<file path="src/rtl/l2p_xlate_pkg.sv">
package l2p_xlate_pkg;

    localparam int XA_W = 32;
    localparam int GRAN_LSB = 15;
    localparam logic [XA_W-1:0] GRAN_MASK = 32'hFFFF_8000;
    localparam int EN_BIT = 0;
    localparam int CB_BIT = 2;

    typedef logic [XA_W-1:0] xaddr_t;

    // One window as held in storage; address fields already granular.
    typedef struct packed {
        xaddr_t range_m;
        xaddr_t base;
        xaddr_t remap;
        logic   en;
        logic   cb;
    } win_cfg_t;

    // Per-window decode outcome.
    typedef struct packed {
        logic   hit;
        logic   cb;
        xaddr_t addr;
    } match_t;

    function automatic logic win_claims(xaddr_t a, win_cfg_t c);
        return c.en && ((a & c.range_m) == (c.base & c.range_m));
    endfunction

    function automatic xaddr_t win_translate(xaddr_t a, win_cfg_t c);
        return (c.remap & c.range_m) | (a & ~c.range_m);
    endfunction

endpackage

</file>
<file path="src/rtl/win_regs.sv">
module win_regs
    import l2p_xlate_pkg::*;
#(
    parameter int NUM_WIN = 3,
    parameter int CFG_AW = 12,
    parameter int REG_BASE = 'h120,
    parameter int REG_STRIDE = 12
) (
    input  logic                       clk,
    input  logic                       rst,
    input  logic                       we_i,
    input  logic [CFG_AW-1:0]          addr_i,
    input  logic [XA_W-1:0]            wdata_i,
    output win_cfg_t [NUM_WIN-1:0]     cfg_o
);

    for (genvar g = 0; g < NUM_WIN; g++) begin : g_win
        localparam logic [CFG_AW-1:0] OFS_RNG = CFG_AW'(REG_BASE + REG_STRIDE * g);
        localparam logic [CFG_AW-1:0] OFS_BAS = CFG_AW'(REG_BASE + REG_STRIDE * g + 4);
        localparam logic [CFG_AW-1:0] OFS_RMP = CFG_AW'(REG_BASE + REG_STRIDE * g + 8);

        win_cfg_t r;

        always_ff @(posedge clk) begin
            if (rst) begin
                r <= '0;
            end else if (we_i) begin
                if (addr_i == OFS_RNG) r.range_m <= wdata_i & GRAN_MASK;
                if (addr_i == OFS_BAS) r.base    <= wdata_i & GRAN_MASK;
                if (addr_i == OFS_RMP) begin
                    r.remap <= wdata_i & GRAN_MASK;
                    r.en    <= wdata_i[EN_BIT];
                    r.cb    <= wdata_i[CB_BIT];
                end
            end
        end

        assign cfg_o[g] = r;
    end

endmodule

</file>
<file path="src/rtl/win_match.sv">
module win_match
    import l2p_xlate_pkg::*;
(
    input  xaddr_t   addr_i,
    input  win_cfg_t cfg_i,
    output match_t   res_o
);

    always_comb begin
        res_o.hit  = win_claims(addr_i, cfg_i);
        res_o.cb   = cfg_i.cb;
        res_o.addr = win_translate(addr_i, cfg_i);
    end

endmodule

</file>
<file path="src/rtl/prio_pick.sv">
module prio_pick
    import l2p_xlate_pkg::*;
#(
    parameter int NUM_WIN = 3,
    localparam int WIN_IW = (NUM_WIN > 1) ? $clog2(NUM_WIN) : 1
) (
    input  match_t [NUM_WIN-1:0] m_i,
    output logic                 hit_o,
    output logic [WIN_IW-1:0]    idx_o,
    output xaddr_t               addr_o,
    output logic                 cb_o
);

    always_comb begin
        hit_o  = 1'b0;
        idx_o  = '0;
        addr_o = '0;
        cb_o   = 1'b0;
        // Walk from the highest index down so the lowest hitting one is kept.
        for (int i = NUM_WIN - 1; i >= 0; i--) begin
            if (m_i[i].hit) begin
                hit_o  = 1'b1;
                idx_o  = WIN_IW'(i);
                addr_o = m_i[i].addr;
                cb_o   = m_i[i].cb;
            end
        end
    end

endmodule

</file>
<file path="src/rtl/l2p_window_xlate.sv">
module l2p_window_xlate
    import l2p_xlate_pkg::*;
#(
    parameter int NUM_WIN = 3,
    parameter int CFG_AW = 12,
    parameter int REG_BASE = 'h120,
    parameter int REG_STRIDE = 12,
    localparam int WIN_IW = (NUM_WIN > 1) ? $clog2(NUM_WIN) : 1
) (
    input  logic               clk,
    input  logic               rst,
    input  logic               cfg_we,
    input  logic [CFG_AW-1:0]  cfg_addr,
    input  logic [XA_W-1:0]    cfg_wdata,
    input  logic               lk_valid,
    input  logic [XA_W-1:0]    lk_addr,
    output logic               xl_valid,
    output logic               xl_hit,
    output logic               xl_decerr,
    output logic [WIN_IW-1:0]  xl_win,
    output logic [XA_W-1:0]    xl_addr,
    output logic               xl_cardbus
);

    win_cfg_t [NUM_WIN-1:0] cfg;
    match_t   [NUM_WIN-1:0] mt;
    logic     [NUM_WIN-1:0] hit_vec;
    logic     [NUM_WIN-1:0] win_en;

    logic              sel_hit;
    logic [WIN_IW-1:0] sel_idx;
    xaddr_t            sel_addr;
    logic              sel_cb;

    win_regs #(
        .NUM_WIN   (NUM_WIN),
        .CFG_AW    (CFG_AW),
        .REG_BASE  (REG_BASE),
        .REG_STRIDE(REG_STRIDE)
    ) regs_i (
        .clk    (clk),
        .rst    (rst),
        .we_i   (cfg_we),
        .addr_i (cfg_addr),
        .wdata_i(cfg_wdata),
        .cfg_o  (cfg)
    );

    for (genvar g = 0; g < NUM_WIN; g++) begin : g_match
        win_match match_i (
            .addr_i(lk_addr),
            .cfg_i (cfg[g]),
            .res_o (mt[g])
        );
        assign hit_vec[g] = mt[g].hit;
        assign win_en[g]  = cfg[g].en;
    end

    prio_pick #(.NUM_WIN(NUM_WIN)) pick_i (
        .m_i   (mt),
        .hit_o (sel_hit),
        .idx_o (sel_idx),
        .addr_o(sel_addr),
        .cb_o  (sel_cb)
    );

    always_ff @(posedge clk) begin
        if (rst) begin
            xl_valid   <= 1'b0;
            xl_hit     <= 1'b0;
            xl_decerr  <= 1'b0;
            xl_win     <= '0;
            xl_addr    <= '0;
            xl_cardbus <= 1'b0;
        end else begin
            xl_valid   <= lk_valid;
            xl_hit     <= lk_valid && sel_hit;
            xl_decerr  <= lk_valid && !sel_hit;
            xl_win     <= (lk_valid && sel_hit) ? sel_idx : '0;
            xl_addr    <= (lk_valid && sel_hit) ? sel_addr : '0;
            xl_cardbus <= lk_valid && sel_hit && sel_cb;
        end
    end

endmodule

</file>
<file path="config.mk">
export PLATFORM = sky130hd
export DESIGN_NAME = l2p_window_xlate
export DESIGN_NICKNAME = d
export VERILOG_FILES = /design/src/rtl/l2p_xlate_pkg.sv /design/src/rtl/win_regs.sv /design/src/rtl/win_match.sv /design/src/rtl/prio_pick.sv /design/src/rtl/l2p_window_xlate.sv
export SDC_FILE = /design/constraint.sdc
export NUM_CORES = 1
export LEC_CHECK = 0
export ABC_CLOCK_PERIOD_IN_PS = 4600
export BUFFER_PORTS_ARGS = -buffer_cell sky130_fd_sc_hd__buf_2
export CORE_MARGIN = 3
export CORE_UTILIZATION = 50
export CTS_BUF_LIST = sky130_fd_sc_hd__clkbuf_4 sky130_fd_sc_hd__clkbuf_8
export CTS_CLUSTER_SIZE = 20
export DETAILED_ROUTE_END_ITERATION = 10
export PLACE_DENSITY = 0.71
export REMOVE_ABC_BUFFERS = 1
export SLEW_MARGIN = 40
export SYNTH_ARGS = -nofsm -noshare
export SYNTH_HDL_FRONTEND = slang
export SYNTH_HIERARCHICAL = 1
export SYNTH_SLANG_ARGS = --single-unit
</file>
<file path="constraint.sdc">
create_clock -name clk -period 4.6 [get_ports clk]
set_clock_uncertainty 0.15 [all_clocks]
set_input_delay 0.92 -clock clk [delete_from_list [all_inputs] [get_ports clk]]
set_output_delay 0.92 -clock clk [all_outputs]
set_load 0.01 [all_outputs]
</file>
# --- Word-level counts from Yosys, hierarchy flattened ---
# Cells that the tools add are included.
op_classes:
  addsub: 0
  bitwise_logic: 19
  muxes: 11
  div_mod_pow: 0
  n_lt_le_gt_ge: 0
  n_reduce_logical: 19
  shifts: 0
  mul: 0
  eq_ne: 12
ops:
  columns: ["cell", "count"]
  rows:
  - ["32-bit bitwise AND", 12]
  - ["12-bit by 9-bit == test with 1-bit output, second input constant", 9]
  - ["32-bit == test", 3]
  - ["32-bit 2-to-1 mux", 3]
  - ["32-bit NOT", 3]
  - ["32-bit OR", 3]
  - ["2-bit AND reduction", 9]
  - ["1-bit 2-to-1 mux", 7]
  - ["1-bit logical AND", 6]
  - ["4-bit OR reduction", 1]
  - ["3-bit OR reduction", 1]
  - ["2-bit 2-to-1 mux", 1]
  - ["2-bit OR reduction", 1]
  - ["1-bit logical NOT", 1]
  - ["1-bit NOT", 1]
word_totals:
  word_cells: 83
  ramBits: 0
  n_memories: 0
  latchBits: 0
  in_bits: 80
  regBits: 197
  romBits: 0
  output_inout_bits: 38

# --- Logic depth before layout (Yosys ltp) ---
depth:
  ltp_word: 9
  mapped_depth: 11
  depth_no_buf: 8

# --- Hierarchy ---
# Netlist, hierarchy kept.
by_module_without_submodules:
  columns: ["mod", "seq_area_each_um2", "cells_each", "area_each_um2", "n_inst"]
  rows:
  - ["win_regs", 3183.1, 707, 7484.7, 1]
  - ["win_match", 0.0, 86, 822.0, 3]
  - ["l2p_window_xlate", 760.7, 87, 1217.4, 1]
  - ["prio_pick", 0.0, 153, 900.9, 1]

# --- Least setup slack after synthesis ---
# OpenSTA, ideal clock, no wires.
synth_path:
  kind: "input-to-reg"
  start: "input lk_addr[28]"
  end: "register xl_addr[19]"
  slack_ps: 1651
  required_time_ps: 4389
  stages: 9
  arrival_time_ps: 2738
  setup_time_ps: 61
  n_path_buf: 2
  cell_sequence: "xor2_1 a22o_1 a221oi_2 nand3_1 nor4_2 buf_2 or3_1 buf_6 and4b_1"
synth_via:
  elab_cells_between_ends: 18
  cone_classes: "eq/ne: 3; mux: 6; bitwise: 4; reduce/logical: 5"
synth_rtl:
  columns: ["element", "line", "text"]
  rows:
  - ["start, declared", "l2p_window_xlate.sv:16", "input logic [XA_W-1:0] lk_addr,"]
  - ["32-bit bitwise AND", "l2p_xlate_pkg.sv:28", "return c.en && ((a & c.range_m) == (c.base & c.range_m));"]
  - ["32-bit == test", "l2p_xlate_pkg.sv:28", null]
  - ["1-bit logical AND", "l2p_xlate_pkg.sv:28", null]
  - ["named net hit_vec[1]", "l2p_window_xlate.sv:27", "logic [NUM_WIN-1:0] hit_vec;"]
  - ["1-bit 2-to-1 mux (2 in a row)", "prio_pick.sv:21", "if (m_i[i].hit) begin"]
  - ["named net sel_hit", "l2p_window_xlate.sv:30", "logic sel_hit;"]
  - ["1-bit logical AND", "l2p_window_xlate.sv:80", "xl_addr <= (lk_valid && sel_hit) ? sel_addr : '0;"]
  - ["1-bit NOT (no line)", null, null]
  - ["2-bit OR reduction (no line)", null, null]
  - ["end signal, assigned", "l2p_window_xlate.sv:80", null]
  - ["end, declared", "l2p_window_xlate.sv:21", "output logic [XA_W-1:0] xl_addr,"]
# The timed path passes the listed nets, and every way through them passes these cells.
# A chain may end at the register's enable or synchronous reset.

# --- Worst setup path after layout ---
layout_path:
  start: "input lk_addr[28]"
  end: "register xl_addr[14]"
layout_via:
  elab_cells_between_ends: 18
  cone_classes: "eq/ne: 3; mux: 6; bitwise: 4; reduce/logical: 5"
layout_rtl:
  columns: ["element", "line"]
  rows:
  - ["32-bit bitwise AND", "l2p_xlate_pkg.sv:28"]
  - ["32-bit == test", "l2p_xlate_pkg.sv:28"]
  - ["1-bit logical AND", "l2p_xlate_pkg.sv:28"]
  - ["named net hit_vec[0]", "l2p_window_xlate.sv:27"]
  - ["1-bit 2-to-1 mux", "prio_pick.sv:21"]
  - ["named net sel_hit", "l2p_window_xlate.sv:30"]
  - ["1-bit logical AND", "l2p_window_xlate.sv:80"]
  - ["1-bit NOT (no line)", null]
  - ["2-bit OR reduction (no line)", null]
# The timed path passes the listed nets, and every way through them passes these cells.

==> run metrics <==
hold violation count in the final report=0; post-route cell area=12,500 um2; Yosys top cell area share=32.7%; Core Area=23,600 um2; primary flip-flop cell chosen by synthesis mapping=dfxtp_1; mux contribution to synthesized area=22.1%; summed instance area of the synthesized netlist=12,100 um2; instance area after placement=12,100 um2; antenna-violating nets left=0; most instantiated cells after synthesis=dfxtp_1, nand2b_1, mux2i_1; final setup violation count=0; number of synthesized register bits=197; number of hold-repair buffers added at the cts stage=0; height of the chip=161 um; top sig layer=met5; effective utilization at floorplan=51.1%; setup slack of the worst register-to-register path=1.77 ns; grt total ovfl=0; cell count of the worst reg-to-reg path=9; worst slew margin relative to its limit=48.1%; share of the clock period used by the worst path=67.9%; cell depth of the worst hold path=2; CTS Sinks=197; Post-layout nets=1,343; shortest clock period the worst path allows after layout=3.12 ns; leakage power figure=5.97 nW; pin count of the biggest net entering global routing=73; first-iteration detailed-routing DRC count=356; worst endpoint required time=4.85 ns; wl on met1=12,700 um; placement row count=56; run status=complete, no violations; fraction of final layout cells sized beyond drive strength 1=14.2%; Area growth syn-to-layout=3.63%; setup repair after global routing missed its margin=no; gate count after technology mapping=1,205; most area-consuming cells after synthesis=dfxtp_1, mux2i_1, nand2b_1, mux2_1, buf_4; area share of and/or/nand/nor cells after synthesis=19.0%; total half-perimeter wirelength after legalization and detailed placement=17,500 um; arithmetic-cell share of the synthesized area counting full adders, half adders and majority gates=0%; highest net fanout along the worst path=29; via count=8,009; non-filler cells, final=1,595; cell at the root of the clock tree=clkbuf_8; Die Area=26,000 um2; category of the critical setup timing path=primary input to register; number of antenna violations at the first check in global routing=2; Compound-Gate Fraction of Synth Area=6.10%; postcts setup bufs=0; Synth cell types=36; width of the die=161 um; maximum resistive drop on vdd=163 uV; wire length of the first global-routing pass=42,500 um; detailed route wirelength on metal2=12,600 um; crit path setup slack, layout=1.48 ns; final weighted congestion in routability-driven placement=0.769; number of global-route vias before repair=7,893; TritonRoute pass-1 iters=5; arrival time at the worst endpoint=3.37 ns; total number of yosys warnings=6; total clock buffers created by CTS=17; number of port buffers=104; final sum of negative setup slack=0 ns; number of buffers on the longest clock path=2; largest family of logic cells by synthesized area=multiplexers; count of pins on the block boundary=118; endpoint kind of the worst setup timing path=register; routed len/inst=16.7 um; Tightest Hold Check Type=register to register; average instance area after synthesis=10.0 um2; CTS-repair resized insts=0; library cell with the largest summed area after synthesis=dfxtp_1; aggregate routed wire length=26,600 um; clock tree from TritonCTS=yes; proportion of synthesized flip-flops having asynchronous set or reset=0%; DRC Markers=0; max-slew violation count=0; max-cap violation count=0; area share of xor/xnor cells in the synthesized design=6.97%; met3 wire length=859 um; smallest hold slack=0.329 ns; clock-pin slew on the worst setup and hold paths=0.10 ns; DP Worst Slack=1.01 ns; PD cells=247 nW/um2; antenna cells=0; CTS H-Tree Depth=4; All-Layer GR Usage=20.5%; cell count after placement=1,563; Worst-Margin Slew=0.778 ns; cell with the most instances after synthesis=dfxtp_1; sequential fraction of the synthesis area=32.7%; Clk Latency, worst-skew pair=0.47 ns; number of synthesized flops with an enable pin=0; startpoint kind of the worst setup timing path=primary input; Achievable Freq=320 MHz; via density per instance=5.02
metrics by stage:
stage               power, mW  util (%)
finish                   3.09      53.0
global route             3.23      53.0
CTS                      3.12      53.0
detailed placement       2.06      51.4
global placement         2.05      51.4
floorplan                1.93         -
layout by cell type (no fill, tap or decap), types with 4 or more instances in the layout:
master    instances
buf_2           103
dfxtp_1         197
nand4b_1          4
nand3b_1         33
clkinv_2          5
mux2_1           96
nor2b_1          35
xor2_1           96
and4b_2           7
a22oi_1          24
conb_1          135
buf_4            24
a21oi_1          66
mux2i_1         159
a22o_1            9
nand3_1           6
clkbuf_8         18
and4b_1          29
nand2b_1        178
a221oi_2          6
nand4_1          10
cell families (layout without fill, tap and decap cells):
kind of cell    after synthesis  count (layout)
mux                         255             255
xor+xnor                     96              96
buf+inv                     223             160
flops                       197             197
compound gates              111             111
simple gates                322             322
other cells                   1             135
registers in the layout, indices dropped and copies added, names as in the netlist:
name,flops
regs_i/cfg_o,159
xl_addr,32
xl_cardbus,1
xl_decerr,1
xl_hit,1
xl_valid,1
xl_win,2
critical path, cell delays in order:
cell and delay (ns):
buf_2 0.15, xor2_1 0.17, a22o_1 0.26, a221oi_2 0.23
nand3_1 0.21, nor4_4 0.34, buf_4 0.36, or3_1 0.18
buf_4 0.27, and4b_1 0.29
per-layer routing:
layer  GRT usage (%)  vias up
met1            27.3     3818
met4            5.48        4
met3            3.46       32
met2            34.4      139
li1                -     4016
met5               0        -
path summary, 6_finish.rpt:
kind,startpoint,end
setup / recovery,lk_addr[28],xl_addr[14]
hold / removal,regs_i/cfg_o[32],regs_i/cfg_o[32]
setup reg to reg,regs_i/cfg_o[62],xl_addr[14]
hold reg to reg,regs_i/cfg_o[32],regs_i/cfg_o[32]
layout make-up:
cell class                 instances  area (um2)
fill                            2170       11100
multi-input combinational        919        7080
sequential                       197        3940
timing repair buffer             128         716
tap                              319         399
clock buffer                      20         263
clock inverter                    12         105
report_power, final:
group	switching [mW]	internal (mW)	total [mW]
Sequential	0.000258	1.70	1.71
Combinational	0.179	0.139	0.317
Clock	0.615	0.454	1.07
Total	0.794	2.30	3.09
Note: power is estimated with default switching activity, not from simulation.
